<file path="config.mk">
export PLATFORM = sky130hd
export DESIGN_NAME = spi_ctl
export DESIGN_NICKNAME = d
export VERILOG_FILES = /design/src/rtl/spi_ctl_pkg.sv /design/src/rtl/spi_ctl_sync.sv /design/src/rtl/spi_ctl_shift.sv /design/src/rtl/spi_ctl_mseq.sv /design/src/rtl/spi_ctl.sv
export SDC_FILE = /design/constraint.sdc
export NUM_CORES = 1
export LEC_CHECK = 0
export BUFFER_PORTS_ARGS = -buffer_cell sky130_fd_sc_hd__buf_2
export CAP_MARGIN = 20
export CORE_MARGIN = 2
export CORE_UTILIZATION = 40
export CTS_CLUSTER_DIAMETER = 80
export DETAILED_ROUTE_END_ITERATION = 8
export PLACE_DENSITY = 0.68
export SLEW_MARGIN = 20
export SYNTH_ARGS = -nofsm -noshare
export SYNTH_HDL_FRONTEND = slang
export SYNTH_SLANG_ARGS = --single-unit
</file>
<file path="constraint.sdc">
create_clock -name clk -period 2.46 [get_ports clk]
set_input_delay 0.123 -clock clk [delete_from_list [all_inputs] [get_ports clk]]
set_output_delay 0.123 -clock clk [all_outputs]
set_load 0.01 [all_outputs]
</file>
<file path="src/rtl/spi_ctl_pkg.sv">
// Shared constants for the SPI byte controller: register addresses and
// bit positions. Assumes an 8-bit register file on a 2-bit address.
package spi_ctl_pkg;
    localparam int BYTE_W = 8;

    localparam logic [1:0] A_CTRL = 2'd0;
    localparam logic [1:0] A_STAT = 2'd1;
    localparam logic [1:0] A_DATA = 2'd2;
    localparam logic [1:0] A_CFG  = 2'd3;

    // control bits
    localparam int C_IE  = 7;
    localparam int C_EN  = 6;
    localparam int C_TIE = 5;
    localparam int C_MST = 4;
    localparam int C_POL = 3;
    localparam int C_PHA = 2;
    localparam int C_SSO = 1;
    localparam int C_LSB = 0;

    // configuration bits
    localparam int G_FEN = 7;

    typedef enum logic [1:0] {
        SEQ_IDLE,
        SEQ_LEAD,
        SEQ_RUN,
        SEQ_TRAIL
    } seq_state_t;
endpackage

</file>
<file path="src/rtl/spi_ctl_sync.sv">
// Multi-stage synchronizer for one asynchronous input bit.
// Assumes STAGES >= 2; RST_VAL is the value held during reset.
module spi_ctl_sync #(
    parameter int   STAGES  = 2,
    parameter logic RST_VAL = 1'b0
) (
    input  logic clk,
    input  logic rst_n,
    input  logic d,
    output logic q
);
    logic [STAGES-1:0] r_q;

    // shift the input through the stage chain
    always_ff @(posedge clk) begin
        if (!rst_n) r_q <= {STAGES{RST_VAL}};
        else        r_q <= {r_q[STAGES-2:0], d};
    end

    assign q = r_q[STAGES-1];
endmodule

</file>
<file path="src/rtl/spi_ctl_shift.sv">
// Bit engine shared by master and slave: holds the outgoing byte, counts
// clock edges and places received bits straight into their final position.
// Assumes edge_ev pulses once per serial clock edge and load starts a byte.
module spi_ctl_shift #(
    parameter int W = 8
) (
    input  logic                       clk,
    input  logic                       rst_n,
    input  logic                       load,
    input  logic [W-1:0]               load_data,
    input  logic                       edge_ev,
    input  logic                       cpha,
    input  logic                       lsbfe,
    input  logic                       din,
    output logic                       dout,
    output logic [$clog2(2*W):0]       edge_cnt,
    output logic [W-1:0]               rx_data
);
    localparam int CW = $clog2(2*W) + 1;
    localparam int IW = $clog2(W);
    localparam logic [IW-1:0] TOP_IDX = IW'(W - 1);

    logic [W-1:0]  tx_q;
    logic [W-1:0]  rx_q;
    logic [CW-1:0] cnt_q;
    logic [CW-1:0] half;
    logic [IW-1:0] idx;
    logic          sample_now;

    // bit number currently on the wire, derived from the edge count
    always_comb begin
        if (cpha) half = (cnt_q == '0) ? '0 : (cnt_q - 1'b1) >> 1;
        else      half = cnt_q >> 1;
    end

    assign idx        = lsbfe ? half[IW-1:0] : TOP_IDX - half[IW-1:0];
    assign sample_now = cpha ? cnt_q[0] : ~cnt_q[0];

    // load a byte, then count edges and capture on sampling edges
    always_ff @(posedge clk) begin
        if (!rst_n) begin
            tx_q  <= '0;
            rx_q  <= '0;
            cnt_q <= '0;
        end else if (load) begin
            tx_q  <= load_data;
            rx_q  <= '0;
            cnt_q <= '0;
        end else if (edge_ev) begin
            cnt_q <= cnt_q + 1'b1;
            if (sample_now) rx_q[idx] <= din;
        end
    end

    assign dout     = tx_q[idx];
    assign edge_cnt = cnt_q;
    assign rx_data  = rx_q;
endmodule

</file>
<file path="src/rtl/spi_ctl_mseq.sv">
// Master timing: divider, select lead-in, EDGES clock edges, select
// tail-out. Assumes div is stable while a byte runs; abort wins over all.
module spi_ctl_mseq
    import spi_ctl_pkg::*;
#(
    parameter int DIV_W = 4,
    parameter int EDGES = 16
) (
    input  logic             clk,
    input  logic             rst_n,
    input  logic             start,
    input  logic             abort,
    input  logic [DIV_W-1:0] div,
    output logic             sck_lvl,
    output logic             edge_ev,
    output logic             done,
    output logic             ss_n,
    output logic             busy
);
    localparam int EW = $clog2(EDGES + 1);
    localparam logic [EW-1:0] LAST = EW'(EDGES - 1);

    seq_state_t       st_q;
    logic [DIV_W-1:0] cnt_q;
    logic [EW-1:0]    edges_q;
    logic             sck_q;
    logic             tick;

    assign tick = (cnt_q == div);

    // phase sequencing with one edge per divider tick
    always_ff @(posedge clk) begin
        if (!rst_n || abort) begin
            st_q    <= SEQ_IDLE;
            cnt_q   <= '0;
            edges_q <= '0;
            sck_q   <= 1'b0;
        end else begin
            case (st_q)
                SEQ_IDLE: if (start) begin
                    st_q    <= SEQ_LEAD;
                    cnt_q   <= '0;
                    edges_q <= '0;
                end
                SEQ_LEAD, SEQ_RUN: if (tick) begin
                    cnt_q   <= '0;
                    sck_q   <= ~sck_q;
                    edges_q <= edges_q + 1'b1;
                    st_q    <= (edges_q == LAST) ? SEQ_TRAIL : SEQ_RUN;
                end else begin
                    cnt_q <= cnt_q + 1'b1;
                end
                default: if (tick) begin
                    st_q  <= SEQ_IDLE;
                    cnt_q <= '0;
                end else begin
                    cnt_q <= cnt_q + 1'b1;
                end
            endcase
        end
    end

    assign edge_ev = (st_q == SEQ_LEAD || st_q == SEQ_RUN) && tick && !abort;
    assign done    = (st_q == SEQ_TRAIL) && tick && !abort;
    assign ss_n    = (st_q == SEQ_IDLE);
    assign busy    = (st_q != SEQ_IDLE);
    assign sck_lvl = sck_q;
endmodule

</file>
<file path="src/rtl/spi_ctl.sv">
// SPI byte controller top: register file, flags, interrupt, mode fault and
// pin enables around the shared bit engine and the master sequencer.
// Assumes sck_i, ss_i are asynchronous and mosi_i/miso_i are stable around
// the sampling edges; external pads combine *_o with *_oe.
module spi_ctl
    import spi_ctl_pkg::*;
#(
    parameter int DIV_W  = 4,
    parameter int SYNC_N = 2
) (
    input  logic       clk,
    input  logic       rst_n,
    input  logic       wr_en,
    input  logic       rd_en,
    input  logic [1:0] addr,
    input  logic [7:0] wdata,
    output logic [7:0] rdata,
    output logic       irq,
    output logic       sck_o,
    output logic       sck_oe,
    output logic       mosi_o,
    output logic       mosi_oe,
    input  logic       miso_i,
    input  logic       sck_i,
    input  logic       mosi_i,
    input  logic       ss_i,
    output logic       miso_o,
    output logic       miso_oe,
    output logic       ss_o,
    output logic       ss_oe
);
    localparam int EDGES = 2 * BYTE_W;
    localparam int CW    = $clog2(EDGES) + 1;
    localparam logic [CW-1:0] LAST_EDGE = CW'(EDGES - 1);

    logic [7:0] ctrl_q, cfg_q, tx_buf_q, rbuf_q;
    logic       done_q, fault_q, txe_q, pend_q, done_arm_q, fault_arm_q;
    logic       sck_d_q, ss_d_q, s_done_q;
    logic       sck_s, ss_s;
    logic       wr_ctrl, wr_data, rd_stat, rd_data;
    logic       cfg_change, fault_hit, abort, m_start, slave_act;
    logic       s_edge, s_load, sh_load, sh_edge, sh_dout, complete;
    logic       m_sck, m_edge, m_done, m_ss_n, m_busy;
    logic [CW-1:0]     sh_cnt;
    logic [BYTE_W-1:0] sh_rx;

    spi_ctl_sync #(.STAGES(SYNC_N), .RST_VAL(1'b0)) u_sync_sck (
        .clk(clk), .rst_n(rst_n), .d(sck_i), .q(sck_s));
    spi_ctl_sync #(.STAGES(SYNC_N), .RST_VAL(1'b1)) u_sync_ss (
        .clk(clk), .rst_n(rst_n), .d(ss_i), .q(ss_s));

    assign wr_ctrl = wr_en && addr == A_CTRL;
    assign wr_data = wr_en && addr == A_DATA;
    assign rd_stat = rd_en && addr == A_STAT;
    assign rd_data = rd_en && addr == A_DATA;

    assign cfg_change = wr_ctrl && (wdata[C_MST] != ctrl_q[C_MST] || !wdata[C_EN] ||
                        (ctrl_q[C_MST] && wdata[C_POL:C_LSB] != ctrl_q[C_POL:C_LSB]));
    assign fault_hit  = ctrl_q[C_EN] && ctrl_q[C_MST] && cfg_q[G_FEN] &&
                        !ctrl_q[C_SSO] && !ss_s;
    assign abort      = !ctrl_q[C_EN] || cfg_change || fault_hit;
    assign m_start    = ctrl_q[C_EN] && ctrl_q[C_MST] && pend_q && !m_busy && !abort;
    assign slave_act  = ctrl_q[C_EN] && !ctrl_q[C_MST] && !ss_s;
    assign s_edge     = slave_act && (sck_s ^ sck_d_q);
    assign s_load     = ctrl_q[C_EN] && !ctrl_q[C_MST] && ss_d_q && !ss_s;
    assign sh_load    = m_start || s_load;
    assign sh_edge    = ctrl_q[C_MST] ? m_edge : s_edge;
    assign complete   = ctrl_q[C_MST] ? m_done : s_done_q;

    spi_ctl_mseq #(.DIV_W(DIV_W), .EDGES(EDGES)) u_mseq (
        .clk(clk), .rst_n(rst_n), .start(m_start), .abort(abort),
        .div(cfg_q[DIV_W-1:0]), .sck_lvl(m_sck), .edge_ev(m_edge),
        .done(m_done), .ss_n(m_ss_n), .busy(m_busy));

    spi_ctl_shift #(.W(BYTE_W)) u_shift (
        .clk(clk), .rst_n(rst_n), .load(sh_load),
        .load_data(pend_q ? tx_buf_q : '0), .edge_ev(sh_edge),
        .cpha(ctrl_q[C_PHA]), .lsbfe(ctrl_q[C_LSB]),
        .din(ctrl_q[C_MST] ? miso_i : mosi_i),
        .dout(sh_dout), .edge_cnt(sh_cnt), .rx_data(sh_rx));

    // control and configuration registers; a fault drops the master bit
    always_ff @(posedge clk) begin
        if (!rst_n) begin
            ctrl_q <= '0;
            cfg_q  <= '0;
        end else begin
            if (wr_ctrl) ctrl_q <= wdata;
            if (wr_en && addr == A_CFG) cfg_q <= wdata;
            if (fault_hit) ctrl_q[C_MST] <= 1'b0;
        end
    end

    // slave edge history and registered slave completion
    always_ff @(posedge clk) begin
        if (!rst_n) begin
            sck_d_q  <= 1'b0;
            ss_d_q   <= 1'b1;
            s_done_q <= 1'b0;
        end else begin
            sck_d_q  <= sck_s;
            ss_d_q   <= ss_s;
            s_done_q <= s_edge && sh_cnt == LAST_EDGE;
        end
    end

    // transmit queue and empty flag
    always_ff @(posedge clk) begin
        if (!rst_n || !ctrl_q[C_EN]) begin
            txe_q  <= 1'b1;
            pend_q <= 1'b0;
            if (!rst_n) tx_buf_q <= '0;
        end else if (sh_load && pend_q) begin
            txe_q  <= 1'b1;
            pend_q <= 1'b0;
        end else if (wr_data && txe_q) begin
            tx_buf_q <= wdata;
            pend_q   <= 1'b1;
            txe_q    <= 1'b0;
        end
    end

    // complete flag, read buffer and the status-then-data clear sequence
    always_ff @(posedge clk) begin
        if (!rst_n || !ctrl_q[C_EN]) begin
            done_q     <= 1'b0;
            done_arm_q <= 1'b0;
            if (!rst_n) rbuf_q <= '0;
        end else if (complete) begin
            done_q <= 1'b1;
            rbuf_q <= sh_rx;
        end else if (rd_data && done_arm_q) begin
            done_q     <= 1'b0;
            done_arm_q <= 1'b0;
        end else if (rd_stat && done_q) begin
            done_arm_q <= 1'b1;
        end
    end

    // fault flag and the status-then-control clear sequence
    always_ff @(posedge clk) begin
        if (!rst_n || !ctrl_q[C_EN]) begin
            fault_q     <= 1'b0;
            fault_arm_q <= 1'b0;
        end else if (fault_hit) begin
            fault_q <= 1'b1;
        end else if (wr_ctrl && fault_arm_q) begin
            fault_q     <= 1'b0;
            fault_arm_q <= 1'b0;
        end else if (rd_stat && fault_q) begin
            fault_arm_q <= 1'b1;
        end
    end

    // register read mux
    always_comb begin
        case (addr)
            A_CTRL:  rdata = ctrl_q;
            A_STAT:  rdata = {done_q, 1'b0, txe_q, fault_q, 4'b0000};
            A_DATA:  rdata = rbuf_q;
            default: rdata = cfg_q;
        endcase
    end

    assign irq     = (ctrl_q[C_IE] && (done_q || fault_q)) || (ctrl_q[C_TIE] && txe_q);
    assign sck_o   = ctrl_q[C_POL] ^ m_sck;
    assign sck_oe  = ctrl_q[C_EN] && ctrl_q[C_MST];
    assign mosi_o  = sh_dout;
    assign mosi_oe = ctrl_q[C_EN] && ctrl_q[C_MST];
    assign miso_o  = sh_dout;
    assign miso_oe = slave_act;
    assign ss_o    = m_ss_n;
    assign ss_oe   = ctrl_q[C_EN] && ctrl_q[C_MST] && cfg_q[G_FEN] && ctrl_q[C_SSO];
endmodule

</file>
==> impl_metrics.toml, run 1 <==
[pwr]
p_comb_share_pct = 9.0
power_density_nw_per_um2 = 517
share_seq_of_total_power_pct = 54.6
internal-power_uw = 1840
switching_share_pct = 24.8
pwr-share-clk_pct = 36.4
power_switching_uw = 608
p_leak_uw = 0.00185
total_power_uw = 2450
ir_drop_uv = 206

[floorplanning]
die_w_um = 104
num_io_pins = 35
dieArea_um2 = 10800
start_util_pct = 40.9
core_area_um2 = 9730
dieHeight_um = 104
rows = 36

[routing]
drtIter0Drc = 158
wirelength_um = 9900
drc = 0
vias_per_cell = 5.44
vias = 3321
first_pass_iters = 5
wl_per_cell_um = 16.2
antenna_left = 0

[timing]
fin_skew_ps = 12.6
max_freq_mhz = 393
finalHoldViolCount = 0
finalCriticalPeriod_ps = 2550
setup_slack_ps = -86.0
slew_headroom_pct = 32.2
tightestPinTransition_ps = 1010
finalCritPeriodShare_pct = 103
slew_violations = 0
tns_ps = -172
setup_violations = 2
rsz0062_at_grt = "yes"

[global_routing]
grtUsageTotal_pct = 18.8
grt_pass1_wl_um = 16400
grt_pass1_vias = 3288
overflow = 0
antenna_found_initial = 0
grt_max_degree = 24

[clock_network]
ctsRootBufferMaster = "clkbuf_8"
numCtsBuffers = 9
clockBufferDepth = 2
clkLatencyLatePin_ps = 350
clkTransAtPathRegs_ps = 80
cts_tree = "built"
clkSinkCount = 78
h-tree-depth = 3

[placed_design]
portBuffers = 34
dpl.cell_count = 591
pre_cts_ws_ps = 120
gp_congestion = 0.854
place_hpwl_um = 7370
placed_area_um2 = 4450

[worst_setup_path]
cp.required_ps = 2340
end_kind = "primary output"
crit_fanout = 5
cp_slowest_cell = "or3_4"
crit_arrival_ps = 2420
cpPeakStageDelay_ps = 390
crit_chain = "inv_2 > ha_4 > and2_4 > or2_4 > or3_4 > a21oi_4 > a221oi_2 > a22oi_1 > buf_2"
crit_type = "register to primary output"
start_kind = "register"

[synth]
syn_area_um2 = 3980
yosysSeqAreaShare_pct = 43.3
yosysWarnings = 0
synth_fp_nets = 443
syn_area_per_cell_um2 = 9.56
synth-seq-cells = 78
async_reset_ff_share_pct = 0
syn_inst = 416
synth_cell_types = 66
ys.flop_type = "dfxtp_1"
synth_edf_count = 16

[worst_hold_path]
hp-class = "primary input to register"

[run]
drv_cap = 0

[cells_and_area]
fill_cells = 944
nets = 500
layout-drive-gt1-share_pct = 24.1
area_growth_pct = 19.1
fin_cells = 611
n_antenna_cell = 0
stdcell_area_um2 = 4740

[run_status]
violations = "setup timing"
status = "finished with violations"
state kept, by name, summed over array words and instances (netlist names), 5 cells and up:
| name | cells |
|---|---|
| u_mseq.edges_q | 5 |
| u_shift.rx_data | 8 |
| u_shift.edge_cnt | 5 |
| ctrl_q | 8 |
| tx_buf_q | 8 |
| cfg_q | 8 |
| u_shift.tx_q | 8 |
| rbuf_q | 8 |
area by class of cell:
| cell class | count | area, um2 | share of cell area (%) |
|---|---|---|---|
| repair buffers | 70 | 445 | 9.40 |
| flip-flops and latches | 78 | 1720 | 36.4 |
| clock buffers | 11 | 153 | 3.22 |
| inverters | 16 | 60.1 | 1.27 |
| multi-input cells | 298 | 2160 | 45.5 |
| clock inverters | 5 | 32.5 | 0.687 |
| well taps | 133 | 166 | 3.51 |
cells by family (layout without fill, tap and decap cells):
kind of cell / count (synthesis) / count (layout) / share of synthesized area, %
AO/OA/AOI/OAI: 100 / 100 / 18.2
buffers and inverters: 40 / 102 / 4.37
adder cells (fa/ha/maj): 9 / 9 / 2.83
XOR/XNOR: 16 / 16 / 3.52
multiplexers: 18 / 18 / 5.79
AND/OR/NAND/NOR: 155 / 155 / 22.0
flip-flops: 78 / 78 / 43.3
cells in the final DEF (no fill, tap or decap), types with 8 or more instances in the layout:
cell	count
o21ai_0	13
edfxtp_1	16
xnor2_1	9
buf_2	34
and3_1	20
a211oi_1	10
buf_4	34
inv_1	14
nand3_1	11
nand2_1	44
a21oi_1	14
mux2i_1	14
a41oi_1	8
and2_1	8
a21boi_0	11
clkbuf_8	9
nor2_1	19
nor2b_1	8
a22o_1	8
dfxtp_1	60
stage by stage:
stage / hold WS, ps / util (%)
final: 52.5 / 48.7
after global routing: 44.2 / 48.7
after CTS: 43.2 / 48.3
after detailed placement: 322 / 45.7
after global placement: 318 / 45.7
after floorplan: 196 / -
layer usage:
metal | wire [um] | vias up | track usage [%]
met1 | 4560 | 1595 | 24.2
li1 | - | 1642 | -
met3 | 395 | 15 | 3.90
met5 | 0 | - | 0
met4 | 192 | 0 | 6.47
met2 | 4750 | 69 | 31.3
power by group through the flow:
stage	clock (uW)	combinational, uW	sequential [uW]
after global placement	0	209	1370
final	892	221	1340
after detailed placement	0	211	1370
after floorplan	0	128	1360
after CTS	912	216	1340
after global routing	972	239	1340
Yosys cell counts (3+ instances only):
library cell  count  share of area [%]
nor3_1            7               0.88
a41oi_1           8                1.8
a211oi_1         10                1.9
o22ai_1           3               0.47
nor2b_1           9                1.4
ha_1              9                2.8
dfxtp_1          62                 31
mux2i_1          14                3.5
edfxtp_1         16                 12
mux4_2            3                1.7
xor2_1            7                1.5
nor2_1           19                1.8
xnor2_1           9                2.0
o21ai_0          14                1.8
and2_1            9                1.4
a21oi_2           3               0.66
or3_1             4               0.63
nand2_1          44                4.2
and3_1           20                3.1
nand2b_1          5               0.79
inv_1            16                1.5
nand3b_1          3               0.57
a21oi_1          14                1.8
a22o_1            8                1.8
buf_4             5               0.94
nand3_1          11                1.4
a21boi_0         11                2.1
buf_2             4               0.50
clkbuf_1         13                1.2
a31oi_1           6               0.94
repair_timing:
item                       in CTS  in global routing
setup endpoints to repair       2                  2
hold buffers                    2                  0
hold endpoints to repair        2                  0
resized for setup               9                 10
pin swaps                       6                  6
buffers inserted                2                  0
critical path: cells and delay by family, from the launching register on:
| family | cells | cell delay [ps] |
|---|---|---|
| AND/OR/NAND/NOR | 3 | 780 |
| AO/OA/AOI/OAI | 3 | 500 |
| flip-flops | 1 | 340 |
| adder cells (fa/ha/maj) | 1 | 230 |
| buffers and inverters | 2 | 220 |
worst paths after layout:
kind                             from               end  slack, ps  cells after the start
setup / recovery  u_shift.edge_cnt[1]            miso_o        -90                      9
hold / removal               wdata[4]         ctrl_q[4]         50                      3
setup reg to reg      u_mseq.cnt_q[3]         rbuf_q[3]        120                      5
hold reg to reg      u_sync_ss.r_q[0]  u_sync_ss.r_q[1]        430                      1
No activity file was read; power rests on OpenSTA's default activity.
==> run 2: changes to the inputs <==
--- a/config.mk
+++ b/config.mk
@@ -7,6 +7,7 @@
 export LEC_CHECK = 0
 export BUFFER_PORTS_ARGS = -buffer_cell sky130_fd_sc_hd__buf_2
 export CAP_MARGIN = 20
+export CORE_ASPECT_RATIO = 0.6
 export CORE_MARGIN = 2
 export CORE_UTILIZATION = 40
 export CTS_CLUSTER_DIAMETER = 80
==> impl_metrics.toml, run 2 (same netlist as run 1, synthesis figures left out) <==
[global_routing]
grt_pass1_vias = 3076
grtUsageTotal_pct = 20.0
grt_max_degree = 41
grt_pass1_wl_um = 16500
overflow = 0
antenna_found_initial = 0

[timing]
tns_ps = -72.0
max_freq_mhz = 401
rsz0062_at_grt = "yes"
finalCritPeriodShare_pct = 101
slew_headroom_pct = 47.2
fin_skew_ps = 7.54
tightestPinTransition_ps = 787
setup_slack_ps = -36.2
setup_violations = 2
finalCriticalPeriod_ps = 2500
finalHoldViolCount = 0
holdWs_ps = 38.6
slew_violations = 0

[clock_network]
numCtsBuffers = 9
clockBufferDepth = 2
clkSinkCount = 78
cts_tree = "built"
clkLatencyLatePin_ps = 340
ctsRootBufferMaster = "clkbuf_16"
h-tree-depth = 3
clkTransAtPathRegs_ps = 60

[floorplanning]
core_area_um2 = 9770
start_util_pct = 40.7
num_io_pins = 35
die_w_um = 133
dieArea_um2 = 10800
rows = 28
dieHeight_um = 81.2

[run_status]
violations = "setup timing"
status = "finished with violations"

[cells_and_area]
final_core_util_pct = 49.6
layout-drive-gt1-share_pct = 25.2
n_antenna_cell = 0
final_cell_mix = "dfxtp_1 (58), nand2_1 (44), buf_2 (34)"
area_growth_pct = 21.9
nets = 495
multiInputGateArea_um2 = 2190
final_common_cell = "dfxtp_1"
fill_cells = 871
seq_area_um2 = 1730

[routing]
wl_per_cell_um = 17.5
drc = 0
drtIter0Drc = 341
first_pass_iters = 5
vias_per_cell = 5.70
wirelength_um = 10600
antenna_left = 0
vias = 3466

[worst_setup_path]
end_kind = "primary output"
setup.worst_path.start = "u_shift.edge_cnt[1]"
crit_chain = "inv_2 > ha_4 > and2_4 > or2_4 > or3_4 > mux2i_4 > a221oi_2 > a22oi_2 > buf_2"
crit_buf_inv = 2
start_kind = "register"
crit_arrival_ps = 2370
cp_slowest_cell = "or3_4"
cpPeakStageDelay_ps = 370
crit_fanout = 5
r2r_slack_ps = 130
reg2reg_from = "ctrl_q[1]"
path_delay_family = "simple AND/OR/NAND/NOR gates"
cp.required_ps = 2340
crit_type = "register to primary output"

[placed_design]
place_hpwl_um = 7590
pre_cts_ws_ps = 122
portBuffers = 34
gp_congestion = 0.873

[worst_hold_path]
min_from = "rst_n"
hp-class = "primary input to register"

[pwr]
total_power_uw = 2880
share_seq_of_total_power_pct = 46.8
internal-power_uw = 2200
p_leak_uw = 0.00189
pwr-share-clk_pct = 45.5
switching_share_pct = 23.7
ir_drop_uv = 391
p_comb_share_pct = 7.7
power_density_nw_per_um2 = 593
power_switching_uw = 681

[run]
drv_cap = 0
## run 2: stage by stage
stage               instance area, um2  instances
floorplan                         3980        416
global placement                  4380        584
detailed placement                4380        584
CTS                               4790        607
global route                      4850        608
finish                            4850        608
## run 2: final timing paths
kind                   endpoint  cells past startpoint
max                      mosi_o                      9
min            u_sync_ss.r_q[0]                      2
max reg2reg  u_shift.rx_data[3]                      6
min reg2reg    u_sync_ss.r_q[1]                      1
## run 2: cell type report
class / count / share of cell area (%)
Multi-Input combinational cell: 298 / 45.2
Sequential cell: 78 / 35.6
Timing Repair Buffer: 65 / 8.42
Clock buffer: 9 / 4.65
Tap cell: 135 / 3.48
Clock inverter: 7 / 1.34
Inverter: 16 / 1.29
## run 2: worst register-to-register path, delay by kind of cell (launching register included)
family | cells | cell delay, ps
compound gates | 3 | 950
xor+xnor | 1 | 190
flops | 1 | 500
simple gates | 2 | 560
## run 2: what timing repair did
item                                    CTS  global route
endpoints found under the hold margin     2             0
endpoints found under the setup margin    2            34
resized for setup                        15            14
hold buffers                              2             0
buffers inserted                          5             1
pin swaps                                 7             7
## run 2: layer usage
| layer | vias to the layer above | part of all wire (%) | GRT usage, % |
|---|---|---|---|
| met3 | 14 | 7.7 | 5.12 |
| met1 | 1692 | 50 | 29.7 |
| met4 | 0 | 1.0 | 4.95 |
| met5 | - | 0 | 0 |
| met2 | 120 | 41 | 28.7 |
| li1 | 1640 | - | - |
## run 2: power groups by stage
| stage | Sequential [uW] | Clock, uW | Combinational, uW |
|---|---|---|---|
| floorplan | 1360 | 0 | 128 |
| global placement | 1370 | 0 | 200 |
| detailed placement | 1370 | 0 | 204 |
| CTS | 1340 | 1330 | 214 |
| global route | 1350 | 1370 | 239 |
| finish | 1350 | 1310 | 221 |
==> run 3: changes to the inputs <==
--- a/config.mk
+++ b/config.mk
@@ -5,6 +5,7 @@
 export SDC_FILE = /design/constraint.sdc
 export NUM_CORES = 1
 export LEC_CHECK = 0
+export ABC_AREA = 1
 export BUFFER_PORTS_ARGS = -buffer_cell sky130_fd_sc_hd__buf_2
 export CAP_MARGIN = 20
 export CORE_ASPECT_RATIO = 0.6
@@ -12,7 +13,7 @@
 export CORE_UTILIZATION = 40
 export CTS_CLUSTER_DIAMETER = 80
 export DETAILED_ROUTE_END_ITERATION = 8
-export PLACE_DENSITY = 0.68
+export PLACE_DENSITY = 0.66
 export SLEW_MARGIN = 20
 export SYNTH_ARGS = -nofsm -noshare
 export SYNTH_HDL_FRONTEND = slang
==> constraint.sdc (replaced) <==
create_clock -name clk -period 3 [get_ports clk]
set_input_delay 0.15 -clock clk [delete_from_list [all_inputs] [get_ports clk]]
set_output_delay 0.15 -clock clk [all_outputs]
set_load 0.01 [all_outputs]
==> impl_metrics.toml, run 3 <==
[worst_setup_path]
crit_arrival_ps = 2450
crit_chain = "inv_1 > ha_1 > o21ai_1 > nand2_2 > xor2_2 > nand2_1 > o21ai_1 > nand2_1 > nand2_1 > nand2_1 > nand2_1 > buf_2"
crit_fanout = 12
crit_buf_inv = 2
path_delay_family = "simple AND/OR/NAND/NOR gates"
worst-path-stages = 12
cp_slowest_cell = "dfxtp_1"
cp_common_cell = "nand2_1"
r2r_slack_ps = 710
end_kind = "primary output"
ff2ff_path_depth = 10
crit_type = "register to primary output"
reg2reg_from = "ctrl_q[4]"
start_kind = "register"
cp.required_ps = 2850
cpPeakStageDelay_ps = 420
r2r-end = "tx_buf_q[5]"

[pwr]
ir_drop_uv = 346
power_switching_uw = 573
p_leak_uw = 0.00193
internal-power_uw = 1880
pwr-share-clk_pct = 46.8
share_seq_of_total_power_pct = 45.3
total_power_uw = 2450
p_comb_share_pct = 7.9
power_density_nw_per_um2 = 535
switching_share_pct = 23.4

[synth]
synthMostInstantiatedCell = "nand2_1"
synth_fa_ha_area_share_pct = 2.80
yosys.area_share.simple_pct = 29.2
synth.largest_area_cell = "dfxtp_1"
syn_area_um2 = 4020
syn_area_per_cell_um2 = 7.37
synth_compound_area_share_pct = 11.6
synth.area.top_cells = "dfxtp_1 (31%), nand2_1 (13%), edfxtp_1 (12%), inv_1 (6.3%), nor2_1 (6.0%)"
synth_fp_nets = 572
ys.flop_type = "dfxtp_1"
synthXorXnorAreaFrac_pct = 3.02
async_reset_ff_share_pct = 0
synth-seq-cells = 78
yosysSeqAreaShare_pct = 42.8
ys_top_cells_by_count = "nand2_1 (143), inv_1 (67), nor2_1 (64)"
muxShareOfSynthArea_pct = 0.249
yosysWarnings = 0
synth_top_family_by_area = "simple AND/OR/NAND/NOR gates"
syn_inst = 545
synth_cell_types = 41
yosysTopAreaCellShare_pct = 30.9
synth_edf_count = 16

[clock_network]
numCtsBuffers = 9
cts_tree = "built"
clkLatencyLatePin_ps = 340
cts_resized = 0
clkSinkCount = 78
clkTransAtPathRegs_ps = 60
h-tree-depth = 3
postCtsHoldBufs = 2
post_cts_buffers = 0
ctsRootBufferMaster = "clkbuf_16"
clockBufferDepth = 2

[global_routing]
grt_max_degree = 33
grt_pass1_wl_um = 16000
grtUsageTotal_pct = 19.3
grt_pass1_vias = 3244
overflow = 0
antenna_found_initial = 0

[floorplanning]
dieArea_um2 = 10900
rows = 28
start_util_pct = 41.0
num_io_pins = 35
dieHeight_um = 81.6
die_w_um = 133
core_area_um2 = 9810

[timing]
finalCriticalPeriod_ps = 2600
finalHoldViolCount = 0
tightestPinTransition_ps = 679
tns_ps = 0
max_freq_mhz = 385
setup_violations = 0
slew_headroom_pct = 53.4
fin_skew_ps = 4.84
slew_violations = 0
setup_slack_ps = 402
rsz0062_at_grt = "no"
finalCritPeriodShare_pct = 86.6

[cells_and_area]
final_common_cell = "nand2_1"
final_core_util_pct = 46.7
layout-drive-gt1-share_pct = 13.8
n_antenna_cell = 0
fin_cells = 714
area_growth_pct = 14.0
final_cell_mix = "nand2_1 (143), inv_1 (67), nor2_1 (63)"
nets = 601

[run]
drv_cap = 0

[routing]
wl_per_cell_um = 14.2
drc = 0
wirelength_um = 10100
first_pass_iters = 5
vias = 3569
vias_per_cell = 5.00
antenna_left = 0
drtIter0Drc = 268

[placed_design]
dpl.cell_count = 696
gp_congestion = 0.893
pre_cts_ws_ps = 702
place_hpwl_um = 7800
portBuffers = 34

[worst_hold_path]
hp-class = "primary input to register"
whs_endpoint = "ctrl_q[5]"
holdPathStages = 3
min_from = "wdata[5]"

[run_status]
status = "completed"
-- run 3: cell count changes after synthesis, sizes merged, moves of 14 or more --
cell,before,now
inv,16,76
a21oi,17,35
and3,21,0
nor2,19,68
nand3,11,33
mux2i,15,1
o21ai,14,30
nand2,44,147
-- run 3: worst max path at each step --
stage	startpoint	to	slack, ps
3_5_place_dp	ctrl_q[4]	tx_buf_q[1]	700
3_3_place_gp	ctrl_q[4]	tx_buf_q[0]	860
2_1_floorplan	u_shift.edge_cnt[0]	mosi_o	1020
5_1_grt	u_shift.edge_cnt[0]	mosi_o	150
4_1_cts	u_shift.edge_cnt[0]	mosi_o	400
6_report	u_shift.edge_cnt[0]	mosi_o	400
-- run 3: logic make-up (layout without fill, tap and decap cells) --
logic type,after synthesis,after routing
compound gates,82,82
xor+xnor,13,13
fa+ha+maj,9,9
buf+inv,96,130
flops,78,78
mux,1,1
simple gates,266,266
-- run 3: layout make-up --
| type | instances | area (um2) |
|---|---|---|
| Tap cell | 135 | 169 |
| Clock buffer | 10 | 229 |
| Inverter | 76 | 285 |
| Multi-Input combinational cell | 371 | 1890 |
| Sequential cell | 78 | 1720 |
| Clock inverter | 6 | 85.1 |
| Timing Repair Buffer | 38 | 205 |
| Fill cell | 999 | 5230 |
-- run 3: routing by layer --
| layer | wire, um | GRT usage (%) | up-vias |
|---|---|---|---|
| met5 | 0 | 0 | - |
| met1 | 5170 | 27.3 | 1628 |
| met4 | 111 | 6.49 | 0 |
| met3 | 832 | 6.36 | 7 |
| li1 | - | - | 1807 |
| met2 | 4020 | 27.4 | 127 |
-- run 3: per-stage QoR --
step                      instance area (um2)  hold WS, ps
after CTS                                4580         82.6
after global placement                   4240          341
after global routing                     4580          119
final                                    4580         94.5
after floorplan                          4020          248
after detailed placement                 4240          342
-- run 3: tightest hold or removal path: cells and delay by family --
family | cells | cell delay [ps]
buffers and inverters | 2 | 170
AOI/OAI and AO/OA | 1 | 60
-- run 3: power groups by stage --
stage	Sequential, uW	Combinational, uW	Clock (uW)
finish	1110	193	1150
global route	1110	212	1210
CTS	1110	189	1170
detailed placement	1130	186	0
global placement	1130	183	0
floorplan	1120	130	0
